$ cat src/rtl/vrp_pkg.sv
// Package: shared types and helpers for the virtual running priority tracker.
// Assumes 8-bit priorities and a 32-bit register view.
package vrp_pkg;

    localparam int PRIO_W = 8;
    localparam int REG_W = 32;
    localparam logic [PRIO_W-1:0] IDLE_PRIO = 8'hFF;

    // One stack slot: occupancy, running flag, stored group priority
    typedef struct packed {
        logic              vld;
        logic              run;
        logic [PRIO_W-1:0] grp;
    } ent_t;

    // Mask that keeps the group field for the lowest binary point setting
    function automatic logic [PRIO_W-1:0] grp_mask(input int pbits);
        int keep;
        keep = (pbits > 7) ? 7 : pbits;
        return 8'(8'hFF << (PRIO_W - keep));
    endfunction

endpackage

$ cat src/rtl/vrp_grp_fmt.sv
// Module: converts a raw priority to its group priority for the lowest
// binary point the implemented bit count allows.
// Assumes PRIO_BITS in 1..8; unimplemented low bits are discarded.
module vrp_grp_fmt
    import vrp_pkg::*;
#(
    parameter int PRIO_BITS = 8
) (
    input  logic [PRIO_W-1:0] prio,
    output logic [PRIO_W-1:0] grp
);

    localparam logic [PRIO_W-1:0] MASK = grp_mask(PRIO_BITS);

    // Keep only the group field bits
    assign grp = prio & MASK;

endmodule

$ cat src/rtl/vrp_stack.sv
// Module: activation stack. Entries are packed from index 0 (oldest) up
// to held-1 (newest). Each cycle applies removal by ID, then priority drop
// on the newest running entry, then a push when room remains.
// Assumes IDs of held entries are distinct; on duplicates the oldest goes.
module vrp_stack
    import vrp_pkg::*;
#(
    parameter int DEPTH = 8,
    parameter int ID_W = 6,
    localparam int CNT_W = $clog2(DEPTH + 1)
) (
    input  logic                    clk,
    input  logic                    rst_n,
    input  logic                    push,
    input  logic [ID_W-1:0]         push_id,
    input  logic [PRIO_W-1:0]       push_grp,
    input  logic                    drop,
    input  logic                    rm,
    input  logic [ID_W-1:0]         rm_id,
    output ent_t [DEPTH-1:0]        ents,
    output logic [CNT_W-1:0]        held
);

    ent_t [DEPTH-1:0]           ent_q;
    ent_t [DEPTH-1:0]           ent_a;
    ent_t [DEPTH-1:0]           ent_b;
    ent_t [DEPTH-1:0]           ent_d;
    ent_t [DEPTH:0]             ent_ext;
    logic [DEPTH-1:0][ID_W-1:0] id_q;
    logic [DEPTH-1:0][ID_W-1:0] id_a;
    logic [DEPTH-1:0][ID_W-1:0] id_d;
    logic [DEPTH:0][ID_W-1:0]   id_ext;
    logic [CNT_W-1:0]           held_q;
    logic [CNT_W-1:0]           held_a;
    logic [CNT_W-1:0]           held_d;
    logic                       hit;
    logic [CNT_W-1:0]           hit_idx;
    logic                       dropped;
    logic                       room;

    // Locate the oldest entry matching the deactivation ID
    always_comb begin
        hit = 1'b0;
        hit_idx = '0;
        for (int i = 0; i < DEPTH; i++) begin
            if (rm && !hit && ent_q[i].vld && (id_q[i] == rm_id)) begin
                hit = 1'b1;
                hit_idx = CNT_W'(i);
            end
        end
    end

    // Extend the arrays by one empty slot so a shift never reads past the end
    assign ent_ext = {ent_t'('0), ent_q};
    assign id_ext  = {{ID_W{1'b0}}, id_q};

    // Close the gap left by a removed entry
    always_comb begin
        for (int i = 0; i < DEPTH; i++) begin
            if (hit && (CNT_W'(i) >= hit_idx)) begin
                ent_a[i] = ent_ext[i+1];
                id_a[i]  = id_ext[i+1];
            end else begin
                ent_a[i] = ent_q[i];
                id_a[i]  = id_q[i];
            end
        end
        held_a = held_q - CNT_W'(hit);
    end

    // Clear the running flag of the newest still-running entry
    always_comb begin
        ent_b = ent_a;
        dropped = 1'b0;
        for (int i = DEPTH - 1; i >= 0; i--) begin
            if (drop && !dropped && ent_a[i].vld && ent_a[i].run) begin
                ent_b[i].run = 1'b0;
                dropped = 1'b1;
            end
        end
    end

    // Push a new running entry on top when a slot is free
    always_comb begin
        ent_d = ent_b;
        id_d = id_a;
        room = (held_a < CNT_W'(DEPTH));
        held_d = held_a;
        for (int i = 0; i < DEPTH; i++) begin
            if (push && room && (held_a == CNT_W'(i))) begin
                ent_d[i].vld = 1'b1;
                ent_d[i].run = 1'b1;
                ent_d[i].grp = push_grp;
                id_d[i] = push_id;
            end
        end
        if (push && room) begin
            held_d = held_a + CNT_W'(1);
        end
    end

    // Stack state registers
    always_ff @(posedge clk) begin
        if (!rst_n) begin
            ent_q  <= '0;
            id_q   <= '0;
            held_q <= '0;
        end else begin
            ent_q  <= ent_d;
            id_q   <= id_d;
            held_q <= held_d;
        end
    end

    assign ents = ent_q;
    assign held = held_q;

endmodule

$ cat src/rtl/vrp_min_sel.sv
// Module: picks the smallest group priority among held, running entries.
// Assumes a stored group priority never exceeds 0xFE.
module vrp_min_sel
    import vrp_pkg::*;
#(
    parameter int DEPTH = 8
) (
    input  ent_t [DEPTH-1:0]  ents,
    output logic              any_run,
    output logic [PRIO_W-1:0] min_grp
);

    // Linear minimum search across the running entries
    always_comb begin
        any_run = 1'b0;
        min_grp = IDLE_PRIO;
        for (int i = 0; i < DEPTH; i++) begin
            if (ents[i].vld && ents[i].run) begin
                any_run = 1'b1;
                if (ents[i].grp < min_grp) begin
                    min_grp = ents[i].grp;
                end
            end
        end
    end

endmodule

$ cat src/rtl/vrp_tracker.sv
// Module: top of the virtual running priority tracker. Converts incoming
// priorities to group form, keeps the activation stack, and answers
// register reads one cycle after the strobe with the pre-event value.
// Assumes at most one of each event type per cycle.
module vrp_tracker
    import vrp_pkg::*;
#(
    parameter int PRIO_BITS = 8,
    parameter int DEPTH = 8,
    parameter int ID_W = 6
) (
    input  logic              clk,
    input  logic              rst_n,
    input  logic              act_valid,
    input  logic [ID_W-1:0]   act_id,
    input  logic [PRIO_W-1:0] act_prio,
    input  logic              drop_valid,
    input  logic              deact_valid,
    input  logic [ID_W-1:0]   deact_id,
    input  logic              rd_en,
    output logic [REG_W-1:0]  rd_data,
    output logic              rd_valid
);

    localparam int CNT_W = $clog2(DEPTH + 1);

    logic [PRIO_W-1:0]  act_grp;
    ent_t [DEPTH-1:0]   ents;
    logic [CNT_W-1:0]   held;
    logic               any_run;
    logic [PRIO_W-1:0]  min_grp;
    logic [PRIO_W-1:0]  run_prio;
    logic [REG_W-1:0]   rd_data_q;
    logic               rd_valid_q;

    vrp_grp_fmt #(.PRIO_BITS(PRIO_BITS)) u_fmt (
        .prio (act_prio),
        .grp  (act_grp)
    );

    vrp_stack #(.DEPTH(DEPTH), .ID_W(ID_W)) u_stack (
        .clk      (clk),
        .rst_n    (rst_n),
        .push     (act_valid),
        .push_id  (act_id),
        .push_grp (act_grp),
        .drop     (drop_valid),
        .rm       (deact_valid),
        .rm_id    (deact_id),
        .ents     (ents),
        .held     (held)
    );

    vrp_min_sel #(.DEPTH(DEPTH)) u_min (
        .ents    (ents),
        .any_run (any_run),
        .min_grp (min_grp)
    );

    // Idle when nothing runs, otherwise the best group priority
    assign run_prio = any_run ? min_grp : IDLE_PRIO;

    // Registered read response
    always_ff @(posedge clk) begin
        if (!rst_n) begin
            rd_data_q  <= '0;
            rd_valid_q <= 1'b0;
        end else begin
            rd_valid_q <= rd_en;
            if (rd_en) begin
                rd_data_q <= {{(REG_W-PRIO_W){1'b0}}, run_prio};
            end
        end
    end

    assign rd_data  = rd_data_q;
    assign rd_valid = rd_valid_q;

endmodule

$ cat config.mk
export PLATFORM = sky130hd
export DESIGN_NAME = vrp_tracker
export DESIGN_NICKNAME = d
export VERILOG_FILES = /design/src/rtl/vrp_pkg.sv /design/src/rtl/vrp_grp_fmt.sv /design/src/rtl/vrp_stack.sv /design/src/rtl/vrp_min_sel.sv /design/src/rtl/vrp_tracker.sv
export SDC_FILE = /design/constraint.sdc
export NUM_CORES = 1
export LEC_CHECK = 0
export CAP_MARGIN = 20
export CELL_PAD_IN_SITES_DETAIL_PLACEMENT = 0
export CELL_PAD_IN_SITES_GLOBAL_PLACEMENT = 1
export CORE_MARGIN = 2
export CORE_UTILIZATION = 50
export CTS_BUF_LIST = sky130_fd_sc_hd__clkbuf_8
export DETAILED_ROUTE_END_ITERATION = 10
export GPL_TIMING_DRIVEN = 0
export PLACE_DENSITY = 0.95
export SLEW_MARGIN = 20
export SYNTH_ARGS = -nofsm -noshare
export SYNTH_HDL_FRONTEND = slang
export SYNTH_SLANG_ARGS = --single-unit
$ cat constraint.sdc
create_clock -name clk -period 33.4 [get_ports clk]
set_clock_uncertainty 0.1 [all_clocks]
set_input_delay 3.34 -clock clk [delete_from_list [all_inputs] [get_ports clk]]
set_output_delay 3.34 -clock clk [all_outputs]
set_load 0.01 [all_outputs]
==> results.toml, run 1 <==
[detailed_routing]
dr_total_vias = 7786
routed.top_layer = "met4"
dr.pass1.iters = 7
routed_wl_um = 24100
wl_met3_um = 1200
wl_per_cell_um = 18.1
vias_per_cell = 5.84
drtIter0Drc = 652
drc = 0
wl_met1_um = 11000
antenna_left = 0
wl_met2_um = 11300

[floorplanning]
rows = 47
coreArea_um2 = 16600
die_h_um = 135
die_area_um2 = 18100
io_pins = 59
initial_core_util = 0.512
die_x_um = 135

[sta]
final.setup.tns_ps = 0
post-route-period-util = 0.429
layout_setup_ws_ps = 19060
worstMarginPinSlew_ps = 820
finalCriticalPeriod_ps = 14340
hold_ws_ps = 396
slew_violations = 0
fmax_mhz = 69.7
hold_violations = 0
slew_headroom = 0.448
setup_violations = 0
rsz0062_at_grt = "false"

[global_route]
track_usage = 0.274
grt_pass1_vias = 7334
antenna_found_initial = 0
grt_max_degree = 17
gr-total-overflow = 0
grt_pass1_wl_um = 39200

[clock_network]
post_cts_resized = 0
h-tree-depth = 4
clock_latency_ps = 460
post_cts_buffers = 0
cts_buffer_depth = 2
clock_tree.root_cell = "clkbuf_8"
cts_sinks = 133
cts_tree = "done"
cts.clk_slew.worst_paths_ps = 80
cts_hold_buf = 0
cts_buffers = 17

[final_layout]
fillers = 1537
layout_commonest_cell = "dfxtp_1"
finalNetCount = 1172
utilization = 0.567
fin_area_um2 = 9440
instances_no_fill = 1334
antenna_cells = 0
drive_above_1_share = 0.0745
area_growth_pct = 10.8
layout_common_cells = "dfxtp_1, nand2_1, nor2_1"

[synthesis]
yosysWarnings = 0
yosys_most_used_dff = "dfxtp_1"
mappedNetlistArea_um2 = 8530
ys_ff_latch = 133
async_reset_ff_frac = 0
netlist_instances = 1046
synth_area_per_cell_um2 = 8.15
ys_types = 55
synth_edf_count = 0
ys_seq_area_frac = 0.312

[pwr]
p_seq_frac = 0.460
internal_power_mw = 0.267
p_leak_nw = 4.48
comb_power_share = 0.145
pwr-share-clk = 0.395
finalPower_mw = 0.375
p_per_area_nw_per_um2 = 39.7
ir_drop_uv = 29.6
power_switching_mw = 0.107
swShare = 0.287

[worst_setup_path]
crit_fanout = 10
arrival_ps = 14600
slowest_delay_ps = 500
critPathLaunchType = "register"
crit_slowest_cell = "o211ai_1"
worstSetupEndpointType = "register"
critPathKind = "reg2reg"
required_ps = 33660
path_common_cell = "ha_1"

[place]
placed_cells = 1302
port_buffers = 13
dp_hpwl_um = 18400
pre_cts_slack_ps = 19350
place_area_um2 = 9020
gp_congestion = 0.901

[worst_hold_path]
hp-class = "reg2reg"

[status]
status = "finished clean"

[job]
cap_violations = 0
registers in the layout, indices dropped and copies added (netlist names):
register / count
u_stack.id_ext: 48
u_stack.held: 4
rd_data: 8
u_stack.ents: 72
rd_valid: 1
kinds of logic (layout without fill, tap and decap cells):
family,Yosys count,in the layout,share of synthesized area
AND/OR/NAND/NOR,334,334,0.169
multiplexers,91,91,0.108
buffers and inverters,137,182,0.0734
AO/OA/AOI/OAI,253,253,0.217
XOR/XNOR,52,52,0.0534
other,1,24,0.000440
adder cells (fa/ha/maj),45,45,0.0660
flip-flops,133,133,0.312
power by group through the flow:
stage,Clock (mW),Sequential [mW],Combinational (mW)
after floorplan,0,0.174,0.0390
after global placement,0,0.176,0.0520
after detailed placement,0,0.176,0.0531
after CTS,0.148,0.172,0.0535
after global routing,0.156,0.173,0.0601
final,0.148,0.172,0.0542
routing by layer:
| metal | vias up | track usage |
|---|---|---|
| met5 | - | 0 |
| met4 | 0 | 0.0930 |
| met3 | 46 | 0.0413 |
| met2 | 249 | 0.444 |
| met1 | 3683 | 0.373 |
| li1 | 3808 | - |
worst paths after layout:
check | startpoint | slack [ps] | depth (start not counted) | to
worst max register to register | u_stack.ents[9]$_SDFF_PN0_ | 19060 | 60 | rd_data[1]$_SDFFE_PN0P_
worst min register to register | rd_data[2]$_SDFFE_PN0P_ | 400 | 1 | rd_data[2]$_SDFFE_PN0P_
worst min-delay path | rd_data[2]$_SDFFE_PN0P_ | 400 | 1 | rd_data[2]$_SDFFE_PN0P_
worst max-delay path | u_stack.ents[9]$_SDFF_PN0_ | 19060 | 60 | rd_data[1]$_SDFFE_PN0P_
synthesized netlist by cell type (all sizes together) (20+ instances only):
cell type | number | area, µm²
a211oi | 63 | 478
a21oi | 56 | 280
a311oi | 20 | 175
buf | 48 | 290
clkbuf | 50 | 189
dfxtp | 133 | 2660
ha | 45 | 563
inv | 39 | 146
mux2i | 83 | 831
nand2 | 126 | 475
nand3 | 32 | 160
nor2 | 118 | 443
o211a | 24 | 240
o21ai | 20 | 111
xnor2 | 29 | 254
xor2 | 23 | 201
final cells by class:
cell class                 instances  area, µm²  share of cell area
multi-input combinational        799       5320               0.564
sequential                       133       2660               0.282
buffer                            98        479              0.0507
clock buffer                      20        275              0.0291
tap                              220        275              0.0291
clock inverter                    12        151              0.0160
inverter                          39        146              0.0155
timing repair buffer              13        130              0.0138
worst max-delay path, delay by kind of cell (launching register included):
| kind | cells | cell delay [ps] |
|---|---|---|
| AND/OR/NAND/NOR | 17 | 3480 |
| adder cells (fa/ha/maj) | 7 | 1960 |
| flip-flops | 1 | 400 |
| AO/OA/AOI/OAI | 25 | 5760 |
| buffers and inverters | 7 | 1330 |
| multiplexers | 4 | 1190 |
(Power assumes the default switching activity.)
==> run 2: changes to the inputs <==
--- a/config.mk
+++ b/config.mk
@@ -9,11 +9,11 @@
 export CELL_PAD_IN_SITES_DETAIL_PLACEMENT = 0
 export CELL_PAD_IN_SITES_GLOBAL_PLACEMENT = 1
 export CORE_MARGIN = 2
-export CORE_UTILIZATION = 50
+export CORE_UTILIZATION = 46
 export CTS_BUF_LIST = sky130_fd_sc_hd__clkbuf_8
 export DETAILED_ROUTE_END_ITERATION = 10
 export GPL_TIMING_DRIVEN = 0
-export PLACE_DENSITY = 0.95
+export PLACE_DENSITY = 0.93
 export SLEW_MARGIN = 20
 export SYNTH_ARGS = -nofsm -noshare
 export SYNTH_HDL_FRONTEND = slang
==> constraint.sdc (replaced) <==
create_clock -name clk -period 13.55 [get_ports clk]
set_clock_uncertainty 0.1 [all_clocks]
set_input_delay 1.355 -clock clk [delete_from_list [all_inputs] [get_ports clk]]
set_output_delay 1.355 -clock clk [all_outputs]
set_load 0.01 [all_outputs]
==> run 2 against run 1 <==
- routed wire length shrank 0.95%
- critical path type unchanged
- design area rose by 1.7%
- largest power group unchanged
- the run now ends with DRC left
- sequential share of layout area down 0.47 points
- first-iteration DRC count decreased by 19%
==> results.toml, run 2 (synthesized netlist as in run 1, its figures left out) <==
[worst_setup_path]
crit_slowest_cell = "dfxtp_1"
reg2reg_to = "rd_data[1]$_SDFFE_PN0P_"
cp-startpoint = "u_stack.ents[9]$_SDFF_PN0_"
reg2reg_setup_slack_ps = 920
crit_fanout = 10
slowest_delay_ps = 430
required_ps = 13830
arrival_ps = 12910
critPathKind = "reg2reg"
worstSetupEndpointType = "register"
timing.rr.start = "u_stack.ents[9]$_SDFF_PN0_"
path_common_cell = "ha_1"
critPathLaunchType = "register"
reg2reg_depth = 61

[sta]
finalCriticalPeriod_ps = 12630
setup_violations = 0
layout_setup_ws_ps = 922
hold_violations = 0
fmax_mhz = 79.2
post-route-period-util = 0.932
worstMarginPinSlew_ps = 826
slew_violations = 0
final.setup.tns_ps = 0
slew_headroom = 0.449

[detailed_routing]
wl_per_cell_um = 17.6
drtIter0Drc = 525
vias_per_cell = 5.78
dr.pass1.iters = 10
antenna_left = 0
drc = 1
routed_wl_um = 23900
dr_total_vias = 7817

[clock_network]
cts.clk_slew.worst_paths_ps = 90
cts_sinks = 133
cts_tree = "done"
clock_tree.root_cell = "clkbuf_8"
clock_latency_ps = 480
cts_buffer_depth = 2
cts_hold_buf = 0
h-tree-depth = 4
cts_buffers = 17

[status]
violations = "DRC"
status = "finished with violations"

[final_layout]
finalNetCount = 1182
area_growth_pct = 12.7
layout_common_cells = "dfxtp_1, nand2_1, nor2_1"
antenna_cells = 0
largest_reg_flops = 72
drive_above_1_share = 0.0961
fin_area_um2 = 9600
utilization = 0.531
layout_commonest_cell = "dfxtp_1"

[place]
gp_congestion = 0.881
port_buffers = 13
place_area_um2 = 9030
pre_cts_slack_ps = -537
dp_hpwl_um = 18300

[worst_hold_path]
hp-class = "reg2reg"
min_to = "rd_data[2]$_SDFFE_PN0P_"
min-delay-start = "rd_data[2]$_SDFFE_PN0P_"
min_path_cells = 1

[global_route]
antenna_found_initial = 0
grt_pass1_wl_um = 38300
grt_max_degree = 17
grt_pass1_vias = 7217
track_usage = 0.244
gr-total-overflow = 0

[floorplanning]
die_h_um = 140
initial_core_util = 0.471
die_x_um = 140
die_area_um2 = 19600
coreArea_um2 = 18100
io_pins = 59
rows = 49

[pwr]
finalPower_mw = 0.924
ir_drop_uv = 94.4
p_leak_nw = 4.54
p_per_area_nw_per_um2 = 96.2

[job]
cap_violations = 0
run 2: cell types whose count changed in the layout (fill, tap and decap cells not counted), moves of 2 or more:
cell      change
a21oi_1       -2
clkbuf_1      -2
nand2_1       -2
clkinv_4      +3
nor2_2        +2
a21oi_2       +2
buf_4        +10
nor2_1        -2
clkbuf_8      -2
run 2: worst max path at each step:
stage                                         end  slack, ps  cells after the start
after global placement    rd_data[1]$_SDFFE_PN0P_       -380                     60
after global routing      rd_data[1]$_SDFFE_PN0P_        -90                     60
after detailed placement  rd_data[1]$_SDFFE_PN0P_       -540                     60
after CTS                 rd_data[1]$_SDFFE_PN0P_         90                     60
final                     rd_data[1]$_SDFFE_PN0P_        920                     61
after floorplan           rd_data[1]$_SDFFE_PN0P_       1950                     60
run 2: cell type report:
type                       count  area (µm²)
fill                        1707        8480
clock inverter                14         178
inverter                      39         146
tap                          229         287
clock buffer                  18         248
buffer                        98         484
multi-input combinational    799        5390
timing repair buffer          23         205
sequential                   133        2660
run 2: layer usage:
| metal | GRT usage | vias up | part of all wire | wire length, µm |
|---|---|---|---|---|
| met5 | 0 | - | 0 | 0 |
| met4 | 0.0914 | 0 | 0.024 | 575 |
| met3 | 0.0444 | 48 | 0.058 | 1390 |
| met2 | 0.390 | 241 | 0.46 | 10900 |
| met1 | 0.330 | 3703 | 0.46 | 11000 |
| li1 | - | 3825 | - | - |
run 2: timing repair:
action                                  in CTS  in global routing
pin swaps                                    1                  5
gates resized for setup                      4                 17
buffers inserted                             3                  7
endpoints found under the setup margin       8                  8
cloned                                       0                  0
endpoints found under the hold margin        0                  0
run 2: power by group:
| part | total [mW] | leakage [nW] | switching (mW) | internal [mW] |
|---|---|---|---|---|
| registers | 0.425 | 1.08 | 0.0163 | 0.409 |
| clock network | 0.365 | 0.202 | 0.177 | 0.188 |
| logic | 0.134 | 3.25 | 0.0798 | 0.0545 |
| total | 0.924 | 4.54 | 0.273 | 0.652 |
run 2: through the flow:
step	instances	hold slack (ps)
finish	1353	390
global route	1353	415
CTS	1346	396
detailed placement	1311	371
global placement	1311	367
floorplan	1069	360
run 2: worst max-delay path: cells and delay by family, from the launching register on:
kind                     cells  cell delay (ps)
AO/OA/AOI/OAI               27             5340
adder cells (fa/ha/maj)      7             1940
buffers and inverters        8             1240
flip-flops                   1              430
multiplexers                 4              990
AND/OR/NAND/NOR             15             2470
==> run 3: changes to the inputs <==
--- a/config.mk
+++ b/config.mk
@@ -8,12 +8,12 @@
 export CAP_MARGIN = 20
 export CELL_PAD_IN_SITES_DETAIL_PLACEMENT = 0
 export CELL_PAD_IN_SITES_GLOBAL_PLACEMENT = 1
-export CORE_MARGIN = 2
-export CORE_UTILIZATION = 46
+export CORE_UTILIZATION = 35
 export CTS_BUF_LIST = sky130_fd_sc_hd__clkbuf_8
 export DETAILED_ROUTE_END_ITERATION = 10
 export GPL_TIMING_DRIVEN = 0
-export PLACE_DENSITY = 0.93
+export PLACE_DENSITY = 0.76
+export RECOVER_POWER = 100
 export SLEW_MARGIN = 20
 export SYNTH_ARGS = -nofsm -noshare
 export SYNTH_HDL_FRONTEND = slang
==> run 3 against run 2 <==
- clock power fell by 5%
- power fell by 2.0%
- core utilization fell by 12 points
- maximum frequency rose by 0.76%
- non-clock buffer count rose by 2
- the run now ends clean
- sequential power barely moved
- die area rose by 27%
==> results.toml, run 3 (synthesized netlist as in run 1, its figures left out) <==
[status]
status = "finished clean"

[worst_hold_path]
min-delay-start = "rd_data[2]$_SDFFE_PN0P_"
hp-class = "reg2reg"

[worst_setup_path]
timing.rr.start = "u_stack.ents[9]$_SDFF_PN0_"
critPathLaunchType = "register"
reg2reg_setup_slack_ps = 1020
cp-startpoint = "u_stack.ents[9]$_SDFF_PN0_"
critPathKind = "reg2reg"
required_ps = 13810
worstSetupEndpointType = "register"
crit_slowest_cell = "dfxtp_1"
crit_fanout = 10
path_common_cell = "ha_1"
slowest_delay_ps = 440
arrival_ps = 12790

[floorplanning]
die_x_um = 158
die_area_um2 = 25000
coreArea_um2 = 23700
initial_core_util = 0.360
die_h_um = 158
rows = 56
io_pins = 59

[place]
placed_cells = 1401
gp_congestion = 0.839
port_buffers = 13
dp_hpwl_um = 19300
place_area_um2 = 9140

[sta]
hold_violations = 0
finalCriticalPeriod_ps = 12530
slew_headroom = 0.446
rsz0062_at_grt = "false"
setup_violations = 0
worstMarginPinSlew_ps = 823
post-route-period-util = 0.925
slew_violations = 0
fmax_mhz = 79.8

[global_route]
track_usage = 0.209
antenna_found_initial = 0
met2_usage = 0.343
grt_max_degree = 17
grt_pass1_vias = 7119
busiest_layer = "met2"
gr-total-overflow = 0
use_met3 = 0.0290
use_met1 = 0.286
grt_pass1_wl_um = 39900

[pwr]
p_leak_nw = 4.55
ir_drop_uv = 61.8
p_per_area_nw_per_um2 = 93.3

[detailed_routing]
antenna_left = 0
routed_wl_um = 25100
vias_per_cell = 5.27
wl_per_cell_um = 17.4
dr.pass1.iters = 6
dr_total_vias = 7615
drc = 0
drtIter0Drc = 511

[final_layout]
layout_commonest_cell = "dfxtp_1"
drive_above_1_share = 0.0968
largest_reg_flops = 72
antenna_cells = 0
area_growth_pct = 13.9
finalNetCount = 1184
instances_no_fill = 1445
layout_common_cells = "dfxtp_1, nand2_1, nor2_1"
fillers = 2455
fin_area_um2 = 9710

[job]
cap_violations = 0

[clock_network]
cts_buffer_depth = 2
cts_hold_buf = 0
cts_sinks = 133
cts.clk_slew.worst_paths_ps = 90
cts_buffers = 17
h-tree-depth = 4
cts_tree = "done"
clock_tree.root_cell = "clkbuf_8"
clock_latency_ps = 460
-- run 3: cell count changes in the layout (fill, tap and decap cells not counted), sizes merged --
| cell | delta |
|---|---|
| clkdlybuf4s50 | -10 |
| dlygate4sd3 | +10 |
| inv | +2 |
| buf | +1 |
| bufinv | -1 |
| clkbuf | +1 |
| clkinv | -1 |
-- run 3: power breakdown --
group	internal (mW)	leakage, nW	switching [mW]
clock network	0.170	0.193	0.176
logic	0.0540	3.27	0.0807
registers	0.409	1.08	0.0165
total	0.632	4.55	0.273
-- run 3: final timing paths --
check | cells after the start | end
worst max register to register | 61 | rd_data[1]$_SDFFE_PN0P_
worst min register to register | 1 | rd_data[2]$_SDFFE_PN0P_
worst min-delay path | 1 | rd_data[2]$_SDFFE_PN0P_
worst max-delay path | 61 | rd_data[1]$_SDFFE_PN0P_
-- run 3: cell type report --
class                   count  area, µm²  area share
multi-input cells         799       5400       0.556
flip-flops and latches    133       2660       0.274
plain buffers              98        483      0.0497
well taps                 319        399      0.0411
clock buffers              18        248      0.0255
repair buffers             25        220      0.0227
clock inverters            14        151      0.0156
inverters                  39        146      0.0151
-- run 3: per-stage QoR --
stage / setup slack, ps / util / hold slack, ps / TNS, ps / power [mW]
2_1_floorplan: 1950 / - / 360 / 0 / 0.526
3_3_place_gp: -657 / 0.386 / 366 / -3840 / 0.564
3_5_place_dp: -675 / 0.386 / 371 / -4070 / 0.566
4_1_cts: 73.6 / 0.404 / 388 / 0 / 0.909
5_1_grt: 7.94 / 0.410 / 392 / 0 / 0.947
6_report: 1020 / 0.410 / 378 / 0 / 0.906
-- run 3: what timing repair did --
item / CTS / global route
gates resized for setup: 5 / 19
buffers inserted: 2 / 10
pin swaps: 1 / 4
setup endpoints to repair: 8 / 8
gates cloned: 0 / 0
-- run 3: critical path, delay by kind of cell (launching register included) --
kind            cells  cell delay (ps)
buf+inv             8             1230
simple gates       15             2570
flops               1              440
compound gates     27             5010
mux                 4             1120
fa+ha+maj           7             1950
-- run 3: metal layers --
layer / wire (µm) / vias to the layer above
met5: 0 / -
met4: 357 / 0
met3: 1080 / 28
met2: 11700 / 178
met1: 12000 / 3589
li1: - / 3820
